<file path="src/rtl/wdt_pkg.sv">
package wdt_pkg;
  typedef enum logic [1:0] {
    WD_SHORT = 2'b00,
    WD_MID   = 2'b01,
    WD_LONG  = 2'b10,
    WD_OFF   = 2'b11
  } wd_sel_e;

  typedef enum logic {
    ST_RUN  = 1'b0,
    ST_HOLD = 1'b1
  } wd_state_e;
endpackage

</file>
<file path="src/rtl/wdt_edge_sync.sv">
module wdt_edge_sync #(
  parameter int unsigned STAGES = 2
) (
  input  logic clk_i,
  input  logic rst_ni,
  input  logic cs_i,
  output logic fall_o
);
  logic [STAGES-1:0] sync_q;
  logic              prev_q;

  // idle level of a chip select is high
  always_ff @(posedge clk_i or negedge rst_ni) begin
    if (!rst_ni) begin
      sync_q <= '1;
      prev_q <= 1'b1;
    end else begin
      sync_q <= {sync_q[STAGES-2:0], cs_i};
      prev_q <= sync_q[STAGES-1];
    end
  end

  assign fall_o = prev_q & ~sync_q[STAGES-1];


  single_fall_chk: assert property (@(posedge clk_i) disable iff (!rst_ni)
    fall_o |=> !fall_o);
endmodule

</file>
<file path="src/rtl/wdt_period_sel.sv">
module wdt_period_sel
  import wdt_pkg::*;
#(
  parameter int unsigned T_SHORT = 4,
  parameter int unsigned T_MID   = 8,
  parameter int unsigned T_LONG  = 16,
  parameter int unsigned CNT_W   = 5
) (
  input  logic             clk_i,
  input  logic             rst_ni,
  input  logic [1:0]       sel_i,
  output logic [CNT_W-1:0] limit_o,
  output logic             en_o,
  output logic             restart_o
);
  logic [1:0] sel_q;

  always_ff @(posedge clk_i or negedge rst_ni) begin
    if (!rst_ni) sel_q <= WD_OFF;
    else         sel_q <= sel_i;
  end

  always_comb begin
    unique case (wd_sel_e'(sel_i))
      WD_SHORT: limit_o = CNT_W'(T_SHORT);
      WD_MID:   limit_o = CNT_W'(T_MID);
      WD_LONG:  limit_o = CNT_W'(T_LONG);
      default:  limit_o = '1;
    endcase
  end

  assign en_o      = (sel_i != WD_OFF);
  assign restart_o = (sel_i != sel_q);
endmodule

</file>
<file path="src/rtl/wdt_core.sv">
module wdt_core
  import wdt_pkg::*;
#(
  parameter int unsigned HOLD_TICKS = 3,
  parameter int unsigned CNT_W      = 5
) (
  input  logic             clk_i,
  input  logic             rst_ni,
  input  logic             tick_i,
  input  logic             kick_i,
  input  logic             restart_i,
  input  logic             en_i,
  input  logic [CNT_W-1:0] limit_i,
  output logic             rst_req_o
);
  localparam logic [CNT_W-1:0] HOLD_LAST = CNT_W'(HOLD_TICKS - 1);

  wd_state_e        state_q;
  logic [CNT_W-1:0] cnt_q;

  always_ff @(posedge clk_i or negedge rst_ni) begin
    if (!rst_ni) begin
      state_q <= ST_RUN;
      cnt_q   <= '0;
    end else if (state_q == ST_HOLD) begin
      // fixed-length request, kicks ignored
      if (tick_i) begin
        if (cnt_q == HOLD_LAST) begin
          state_q <= ST_RUN;
          cnt_q   <= '0;
        end else begin
          cnt_q <= cnt_q + 1'b1;
        end
      end
    end else if (kick_i || restart_i || !en_i) begin
      cnt_q <= '0;
    end else if (tick_i) begin
      if (cnt_q == limit_i - 1'b1) begin
        state_q <= ST_HOLD;
        cnt_q   <= '0;
      end else begin
        cnt_q <= cnt_q + 1'b1;
      end
    end
  end

  assign rst_req_o = (state_q == ST_HOLD);


  kick_clears_chk: assert property (@(posedge clk_i) disable iff (!rst_ni)
    (kick_i && !rst_req_o) |=> (cnt_q == '0 && !rst_req_o));

  off_quiet_chk: assert property (@(posedge clk_i) disable iff (!rst_ni)
    (!en_i && !rst_req_o) |=> !rst_req_o);

  rise_on_tick_chk: assert property (@(posedge clk_i) disable iff (!rst_ni)
    $rose(rst_req_o) |-> $past(tick_i));

  fall_on_tick_chk: assert property (@(posedge clk_i) disable iff (!rst_ni)
    $fell(rst_req_o) |-> $past(tick_i));

  hold_keeps_chk: assert property (@(posedge clk_i) disable iff (!rst_ni)
    (rst_req_o && !tick_i) |=> rst_req_o);
endmodule

</file>
<file path="src/rtl/cs_watchdog.sv">
module cs_watchdog #(
  parameter int unsigned T_SHORT     = 4,
  parameter int unsigned T_MID       = 8,
  parameter int unsigned T_LONG      = 16,
  parameter int unsigned HOLD_TICKS  = 3,
  parameter int unsigned SYNC_STAGES = 2
) (
  input  logic       clk_i,
  input  logic       rst_ni,
  input  logic       cs_i,
  input  logic [1:0] sel_i,
  input  logic       tick_i,
  output logic       wd_rst_o
);
  localparam int unsigned MAX_T = (T_LONG > HOLD_TICKS) ? T_LONG : HOLD_TICKS;
  localparam int unsigned CNT_W = $clog2(MAX_T + 1);

  logic             kick;
  logic             restart;
  logic             en;
  logic [CNT_W-1:0] limit;

  wdt_edge_sync #(.STAGES(SYNC_STAGES)) u_sync (
    .clk_i  (clk_i),
    .rst_ni (rst_ni),
    .cs_i   (cs_i),
    .fall_o (kick)
  );

  wdt_period_sel #(
    .T_SHORT(T_SHORT), .T_MID(T_MID), .T_LONG(T_LONG), .CNT_W(CNT_W)
  ) u_sel (
    .clk_i     (clk_i),
    .rst_ni    (rst_ni),
    .sel_i     (sel_i),
    .limit_o   (limit),
    .en_o      (en),
    .restart_o (restart)
  );

  wdt_core #(.HOLD_TICKS(HOLD_TICKS), .CNT_W(CNT_W)) u_core (
    .clk_i     (clk_i),
    .rst_ni    (rst_ni),
    .tick_i    (tick_i),
    .kick_i    (kick),
    .restart_i (restart),
    .en_i      (en),
    .limit_i   (limit),
    .rst_req_o (wd_rst_o)
  );
endmodule

</file>
<file path="config.mk">
export PLATFORM = sky130hd
export DESIGN_NAME = cs_watchdog
export DESIGN_NICKNAME = d
export VERILOG_FILES = /design/src/rtl/wdt_pkg.sv /design/src/rtl/wdt_edge_sync.sv /design/src/rtl/wdt_period_sel.sv /design/src/rtl/wdt_core.sv /design/src/rtl/cs_watchdog.sv
export SDC_FILE = /design/constraint.sdc
export NUM_CORES = 1
export LEC_CHECK = 0
export ABC_CLOCK_PERIOD_IN_PS = 3010
export BUFFER_PORTS_ARGS = -buffer_cell sky130_fd_sc_hd__buf_2
export CORE_ASPECT_RATIO = 1.1
export CORE_MARGIN = 5
export CORE_UTILIZATION = 43
export CTS_BUF_LIST = sky130_fd_sc_hd__clkbuf_2 sky130_fd_sc_hd__clkbuf_4 sky130_fd_sc_hd__clkbuf_8
export CTS_CLUSTER_DIAMETER = 80
export DETAILED_ROUTE_END_ITERATION = 6
export PLACE_DENSITY = 0.69
export SLEW_MARGIN = 25
export SYNTH_ARGS = -nofsm -noshare
export SYNTH_HDL_FRONTEND = slang
export SYNTH_SLANG_ARGS = --single-unit
</file>
<file path="constraint.sdc">
create_clock -name clk_i -period 3.01 [get_ports clk_i]
set_input_delay 0.4515 -clock clk_i [delete_from_list [all_inputs] [get_ports clk_i]]
set_output_delay 0.4515 -clock clk_i [all_outputs]
set_load 0.05 [all_outputs]
</file>
# After elaboration in Yosys (flattened, before gate mapping)
# Cells that the tools add are included.
[totals]
register_bits = 11
in_bits = 6
output_inout_bits = 1
elab_cells = 35
[classes]
add_sub_neg = 2
eq_ne = 7
muxes = 13
bitwise_logic = 2
n_reduce_logical = 6
[ops]
columns = ["op", "n"]
rows = [
  ["two-way mux 5 bit", 6],
  ["one-hot mux 5 bit (3 select lines)", 1],
  ["two-way mux 1 bit", 6],
  ["adder 5 x 1 -> 5 bit (second input constant)", 1],
  ["== test 5 x 2 -> 1 bit (second input constant)", 1],
  ["== test 5 bit", 1],
  ["subtractor 5 x 1 -> 5 bit (second input constant)", 1],
  ["inequality test 2 bit (second input constant)", 2],
  ["== test 2 x 1 -> 1 bit (second input constant)", 1],
  ["== test 2 bit (second input constant)", 1],
  ["logical NOT 2 bit", 1],
  ["logical OR 1 bit", 2],
  ["inequality test 2 bit", 1],
  ["AND reduction 2 bit", 1],
  ["nonzero test 2 bit", 1],
  ["AND 1 bit", 1],
  ["logical NOT 1 bit", 1],
  ["NOT 1 bit", 1],
]

# Depth between registers and ports, before layout
# Gate-level depths: netlist of the first run.
[logic_depth]
depth_word = 8
mapped_depth = 6

# By module
# Synthesis of the first run repeated with hierarchy kept, for this count alone.
[unflattened]
cells_unflattened = 70
area_unflattened_um2 = 699.4
[by_module_without_submodules]
columns = ["module", "instances", "cells_each", "area_per_inst_um2", "seq_area_each_um2"]
rows = [
  ["wdt_core", 1, 51, 451.7, 150.1],
  ["wdt_period_sel", 1, 15, 155.1, 52.6],
  ["wdt_edge_sync", 1, 4, 92.6, 78.8],
]

# Least setup slack after synthesis of the first run
# No wires, ideal clock.
[synth_timing]
path_kind = "input-to-reg"
start = "input sel_i[1]"
end = "register u_core.cnt_q[4]"
setup_time_ps = 121
t_arrival_ps = 1555
required_ps = 2889
setup_slack_ps = 1334
cell_stages = 6
n_path_buf = 1
path_cell_list = "buf_6 -> and4bb_1 -> a211oi_2 -> nor3_2 -> o21ai_0 -> a22o_1"
[synth_between]
elab_chain_cells = 8
[synth_rtl]
columns = ["element", "line_no", "source"]
rows = [
  ["from (decl)", "cs_watchdog.sv:11", "input logic [1:0] sel_i,"],
  ["== test 2 bit, or another cell as far along", "wdt_period_sel.sv:24", "unique case (wd_sel_e'(sel_i))"],
  ["one-hot mux 5 bit (3 select lines)", "wdt_period_sel.sv:24", ""],
  ["subtractor 5 x 1 -> 5 bit", "wdt_core.sv:38", "if (cnt_q == limit_i - 1'b1) begin"],
  ["== test 5 bit", "wdt_core.sv:38", ""],
  ["two-way mux 5 bit", "wdt_core.sv:38", ""],
  ["two-way mux 5 bit", "wdt_core.sv:37", "end else if (tick_i) begin"],
  ["two-way mux 5 bit", "wdt_core.sv:35", "end else if (kick_i || restart_i || !en_i) begin"],
  ["two-way mux 5 bit", "wdt_core.sv:25", "end else if (state_q == ST_HOLD) begin"],
  ["to (signal assigned)", "wdt_core.sv:32", "cnt_q <= cnt_q + 1'b1;"],
  ["to (signal assigned)", "wdt_core.sv:42", "cnt_q <= cnt_q + 1'b1;"],
  ["to (decl)", "wdt_core.sv:19", "logic [CNT_W-1:0] cnt_q;"],
]
# Parallel ways exist; a longest one is shown, timed or not. The select of a mux whose other input is x is not followed.
# A chain may end at the register's enable or synchronous reset.

# Worst setup path after layout of the first run
[layout_timing]
start = "register u_core.cnt_q[0]"
end = "register u_core.cnt_q[3]"
[layout_between]
elab_chain_cells = 5
[layout_rtl]
columns = ["element", "line_no"]
rows = [
  ["adder 5 x 1 -> 5 bit or == test 5 bit (tied branches)", "wdt_core.sv:32, wdt_core.sv:42, wdt_core.sv:38"],
  ["two-way mux 5 bit", "wdt_core.sv:38"],
  ["two-way mux 5 bit", "wdt_core.sv:37"],
  ["two-way mux 5 bit", "wdt_core.sv:35"],
  ["two-way mux 5 bit (*)", "wdt_core.sv:25"],
]
# Every way passes the cells marked *; elsewhere a longest branch is shown, timed or not. The select of a mux whose other input is x is not followed.

==> results of run 1 <==
## cell families (layout without fill, tap and decap cells)
| group | count (synthesis) | after routing | share of synthesized area (%) |
|---|---|---|---|
| compound gates | 17 | 17 | 21.6 |
| xor+xnor | 3 | 3 | 4.29 |
| fa+ha+maj | 2 | 2 | 4.08 |
| buf+inv | 4 | 13 | 3.67 |
| flops | 11 | 11 | 45.9 |
| simple gates | 21 | 21 | 20.4 |
## state kept, by name, indices dropped and copies added, names as in the netlist
register          count
u_core.cnt_q          5
u_core.rst_req_o      1
u_sel.sel_q           2
u_sync.sync_q         2
u_sync.prev_q         1
## synthesized netlist by cell type
cell type / number / area (sq um)
dfrtp_1: 6 / 150
nand2_1: 6 / 22.5
dfstp_2: 5 / 131
inv_1: 3 / 11.3
o21ai_0: 3 / 15.0
o21ai_1: 3 / 15.0
a211oi_2: 2 / 25.0
a22o_1: 2 / 17.5
ha_1: 2 / 25.0
nand3_1: 2 / 10.0
nor2_1: 2 / 7.51
xnor2_1: 2 / 17.5
a211o_1: 1 / 8.76
a21boi_1: 1 / 7.51
a21oi_1: 1 / 5.00
a31oi_1: 1 / 6.26
a41oi_1: 1 / 8.76
and2_1: 1 / 6.26
and4bb_1: 1 / 12.5
buf_6: 1 / 11.3
nand3b_1: 1 / 7.51
nand4_1: 1 / 6.26
nand4b_1: 1 / 8.76
nor2b_1: 1 / 6.26
nor3_1: 1 / 5.00
nor3_2: 1 / 10.0
nor3b_1: 1 / 7.51
nor4b_1: 1 / 8.76
o31ai_1: 1 / 7.51
o41ai_2: 1 / 16.3
or2_2: 1 / 6.26
xor2_1: 1 / 8.76
## worst paths after layout
kind | to | startpoint | slack, ns | depth (start not counted)
worst max-delay path | u_core.cnt_q[3] | u_core.cnt_q[0] | 1.25 | 6
worst min-delay path | u_core.cnt_q[2] | rst_ni | 0.02 | 1
worst max register to register | u_core.cnt_q[3] | u_core.cnt_q[0] | 1.25 | 6
worst min register to register | u_sync.sync_q[1] | u_sync.sync_q[0] | 0.36 | 0
max in group asynchronous | u_sel.sel_q[1] | rst_ni | 2.73 | 1
min in group clk_i | u_sync.sync_q[0] | cs_i | 0.26 | 1
## critical path: stages, from the launching register on
cell      delay [ns]
dfrtp_1         0.42
inv_1           0.14
ha_1            0.15
nor4b_1         0.37
a211oi_2        0.17
and2_1          0.20
a22o_1          0.20
## stage by stage
stage	instances	area, sq um	util [%]
after floorplan	58	613	-
after global placement	79	652	47.7
after detailed placement	79	652	47.7
after CTS	83	679	49.7
after global routing	83	679	49.7
final	83	679	49.7
## power by group through the flow
stage | Sequential (W) | Combinational, W | Clock [W]
2_1_floorplan | 0.000159 | 0.0000164 | 0
3_3_place_gp | 0.000159 | 0.0000252 | 0
3_5_place_dp | 0.000160 | 0.0000257 | 0
4_1_cts | 0.000157 | 0.0000259 | 0.000108
5_1_grt | 0.000158 | 0.0000282 | 0.000122
6_report | 0.000157 | 0.0000253 | 0.000105
## layout make-up
| cell class | count | share of cell area [%] |
|---|---|---|
| inverter | 3 | 1.66 |
| sequential | 11 | 41.4 |
| clock buffer | 3 | 3.31 |
| multi-input combinational | 43 | 45.5 |
| clock inverter | 1 | 0.737 |
| timing repair buffer | 6 | 4.42 |
| tap | 16 | 2.95 |
## metal layers
layer | global-route usage, % | routed length, um | vias up
met4 | 11.4 | 47 | 0
met3 | 4.36 | 40 | 5
met2 | 16.1 | 484 | 8
met5 | 0 | 0 | -
met1 | 12.4 | 514 | 218
li1 | - | - | 234
==> flow_metrics.tcl, run 1 <==
set metrics [dict create \
    min_path_type "input pin to async pin" \
    maxCapViolCount 0 \
    seq_power_share_pct 54.7 \
    critical_path_required_ns 3.18 \
    ys_seq_elements 11 \
    max_freq_mhz 568 \
    insertion_delay_ns 0.28 \
    initial_core_util_pct 44.9 \
    synthesis.instances 58 \
    p_per_area_nw_per_um2 423 \
    diodes 0 \
    overflow 0 \
    nets 76 \
    row_count 14 \
    tightest_slew_ns 0.464 \
    cts.sinks 11 \
    clockPowerShare_pct 36.5 \
    netlist_area_sq_um 613 \
    dieWidth_um 46 \
    preCtsSetupSlack_ns 1.12 \
    first_pass_iters 4 \
    p_sw_share_pct 25.8 \
    worstPathArrival_ns 1.93 \
    drt_wl_total_um 1090 \
    first_global_vias 403 \
    ctsResizeCount 0 \
    dp_hpwl_um 797 \
    grt_pass1_wl_um 1780 \
    cts_hold_buffers 0 \
    cts-root-buf "clkbuf_4" \
    finalHoldViolations 0 \
    rsz0062_at_grt "no" \
    wl_per_cell_um 13.1 \
    ioPinCount 7 \
    fin_skew_ns 0.00184 \
    cts_buffer_depth 2 \
    outcome "complete, no violations" \
    portBuffers 6 \
    tns_ns 0 \
    worst_slack_ns 1.25 \
    ys_types 32 \
    die_h_um 49.6 \
    regArea_sq_um 282 \
    antenna_found_initial 0 \
    power.leakage_nw 0.275 \
    ant_nets 0 \
    h-tree-depth 1 \
    grt_max_degree 12 \
    setup_viol 0 \
    cts_tree "yes" \
    yosysWarnings 0 \
    drv_slew 0 \
    path_class "flop to flop" \
    final_cell_mix "6 x nand2_1, 6 x buf_2, 6 x dfrtp_1" \
    combinationalPowerShare_pct 8.8 \
    synth_fp_nets 66 \
    fillerInstances 135 \
    worstSetupStartpointType "flop" \
    via_per_inst 5.60 \
    cts_setup_buffers 0 \
    cp_max_fo 5 \
    ys_seq_area_share_pct 45.9 \
    clk_pin_slew_ns 0.07 \
    multi_input_area_sq_um 309 \
    fin_crit_sh_pct 58.5 \
    fin_hold_ws_ns 0.0186 \
    drt_iter0_drc 4 \
    relSlewSlack_pct 68.9 \
    cp-end-kind "flop" \
    dieArea_sq_um 2280 \
    route.detailed.drc 0 \
    p_int_w 0.000213 \
    syn2layout_area_growth_pct 10.8 \
    drive_gt1_share_pct 29.9 \
    fin_total_pwr_w 0.000288 \
    peakVddDrop_uv 257 \
    gp_congestion 0.720 \
    grt_usage_pct 11.5 \
    p_switching_w 0.0000742 \
    syn_area_per_cell_sq_um 10.6 \
    dr_total_vias 465 \
    finalCriticalPeriod_ns 1.76 \
    core_area_sq_um 1370 \
    numCtsBuffers 3 \
]
Note: power is estimated with default switching activity, not from simulation.
==> run 2: changes to the inputs <==
Settings changed: ABC_AREA set to 1, ABC_CLOCK_PERIOD_IN_PS 3010 to 1800, PLACE_DENSITY 0.69 to 0.68.
Clock period 3.01 ns to 1.8 ns, I/O delays scaled along.
==> flow_metrics.tcl, run 2 <==
set metrics [dict create \
    r2r-start "u_core.cnt_q[0]" \
    numCtsBuffers 3 \
    cp_max_fo 6 \
    clk_pin_slew_ns 0.08 \
    finalCriticalPeriod_ns 1.38 \
    setup_viol 0 \
    grt_pass1_wl_um 2680 \
    wl_per_cell_um 12.1 \
    dp_hpwl_um 1130 \
    critical_path_required_ns 1.98 \
    yosysWarnings 0 \
    yosys-top-cells-area "dfrtp_1 21%, dfstp_2 18%, nand2_1 13%" \
    fin_skew_ns 0.00668 \
    path_class "flop to flop" \
    portBuffers 6 \
    cts_tree "yes" \
    ioPinCount 7 \
    largest_reg_flops 5 \
    power.leakage_nw 0.458 \
    core_area_sq_um 1580 \
    initial_core_util_pct 45.9 \
    synthesis.instances 94 \
    cp-startpoint "u_core.cnt_q[0]" \
    insertion_delay_ns 0.28 \
    ys_seq_area_share_pct 38.9 \
    grt_max_degree 12 \
    ys_types 22 \
    antenna_found_initial 0 \
    yosys.area.top_type "dfrtp_1" \
    first_global_vias 603 \
    row_count 15 \
    drt_wl_total_um 1470 \
    drv_slew 0 \
    relSlewSlack_pct 82.5 \
    reg_top3 "u_core.cnt_q: 5 flops, u_sel.sel_q: 2 flops, u_sync.sync_q: 2 flops" \
    fin_area_sq_um 812 \
    worstPathArrival_ns 1.56 \
    drive_gt1_share_pct 37.1 \
    nets 114 \
    cts-root-buf "clkbuf_4" \
    drt-met1-wl_um 670 \
    max_freq_mhz 727 \
    place_area_sq_um 774 \
    met3_wirelength_um 42 \
    diodes 0 \
    maxCapViolCount 0 \
    syn_area_per_cell_sq_um 7.69 \
    gp_congestion 0.860 \
    rsz0062_at_grt "no" \
    cp-end-kind "flop" \
    dr_total_vias 627 \
    p_per_area_nw_per_um2 625 \
    cts.sinks 11 \
    route.met2.wl_um 713 \
    synth_common_cells "26 x nand2_1, 11 x inv_1, 6 x dfrtp_1, 6 x nand3_1" \
    cts_setup_buffers 0 \
    route.detailed.drc 0 \
    cts_hold_buffers 1 \
    synth_fp_nets 102 \
    fin_crit_sh_pct 76.4 \
    via_per_inst 5.14 \
    worstSetupStartpointType "flop" \
    tns_ns 0 \
    final_common_cell "nand2_1" \
    ctsResizeCount 0 \
    synth-async-reset-ratio_pct 100 \
    peakVddDrop_uv 420 \
    grt_usage_pct 13.5 \
    synth.most_common_cell "nand2_1" \
    overflow 0 \
    h-tree-depth 1 \
    fillerInstances 161 \
    min_path_type "input pin to flop" \
    crit_end "u_core.cnt_q[3]" \
    outcome "complete, no violations" \
    first_pass_iters 4 \
    ant_nets 0 \
    syn2layout_area_growth_pct 12.3 \
    worst_r2r_endpoint "u_core.cnt_q[3]" \
    finalHoldViolations 0 \
    netlist_area_sq_um 723 \
    top_register "u_core.cnt_q" \
    drt_iter0_drc 14 \
    r2r_setup_slack_ns 0.42 \
    synth_top_area_share_pct 20.8 \
    die_h_um 53.0 \
    synth-edff-count 0 \
    r2r_cells 9 \
    cts_buffer_depth 2 \
    dieWidth_um 49.1 \
    final_cell_mix "26 x nand2_1, 11 x inv_1, 6 x nand3_1, 6 x buf_2, 6 x dfrtp_1" \
    dieArea_sq_um 2600 \
    ys_seq_elements 11 \
    tightest_slew_ns 0.262 \
    ys.flop_type "dfrtp_1" \
    highest_layer "met4" \
]
## run 2: power breakdown
group          leakage, nW  internal [W]  switching (W)  total [W]
Combinational        0.304     0.0000215      0.0000418  0.0000633
Clock               0.0177     0.0000826      0.0000983   0.000181
Sequential           0.136      0.000259     0.00000490   0.000264
## run 2: layer usage
layer / vias up / GRT usage, %
met3: 5 / 1.97
met4: 0 / 9.42
met1: 296 / 16.3
met5: - / 0
met2: 9 / 21.9
li1: 317 / -
## run 2: through the flow
stage | util (%) | std cells | setup WS [ns] | total power [W] | hold slack (ns)
after floorplan | - | 94 | 0.466 | 0.000308 | -0.0256
after global placement | 49.1 | 117 | 0.500 | 0.000329 | 0.152
after detailed placement | 49.1 | 117 | 0.447 | 0.000330 | 0.157
after CTS | 51.5 | 122 | 0.420 | 0.000513 | 0.0715
after global routing | 51.5 | 122 | 0.282 | 0.000534 | 0.0696
final | 51.5 | 122 | 0.424 | 0.000508 | 0.0754
## run 2: layout make-up
class                   count  area, sq um  area share [%]
flip-flops and latches     11          282            34.7
well taps                  17         21.3            2.62
repair buffers              7         40.0            4.93
inverters                  18         68.8            8.47
multi-input cells          65          373            45.9
clock inverters             1         5.00           0.616
clock buffers               3         22.5            2.77
## run 2: worst min path at each step
stage	endpoint	depth (start not counted)	startpoint	slack [ns]
4_1_cts	u_sync.sync_q[0]	1	cs_i	0.07
2_1_floorplan	u_core.cnt_q[0]	0	rst_ni	-0.03
3_3_place_gp	u_core.rst_req_o	1	rst_ni	0.15
6_report	u_sync.sync_q[0]	1	cs_i	0.08
3_5_place_dp	u_core.cnt_q[0]	1	rst_ni	0.16
5_1_grt	u_sync.sync_q[0]	1	cs_i	0.07
## run 2: cell families (layout without fill, tap and decap cells)
logic type,count (synthesis),count (layout),synth area share (%)
AND/OR/NAND/NOR,56,56,42.2
adder cells (fa/ha/maj),2,2,3.46
flip-flops,11,11,38.9
buffers and inverters,18,29,9.51
AO/OA/AOI/OAI,7,7,5.88
## run 2: critical path, stage by stage (launching register included)
cell,delay [ns]
dfrtp_1,0.44
inv_1,0.12
ha_1,0.18
nand4_2,0.16
nand2_1,0.10
clkinv_1,0.07
nand3_2,0.07
nand2_1,0.04
nand2_1,0.05
inv_1,0.03
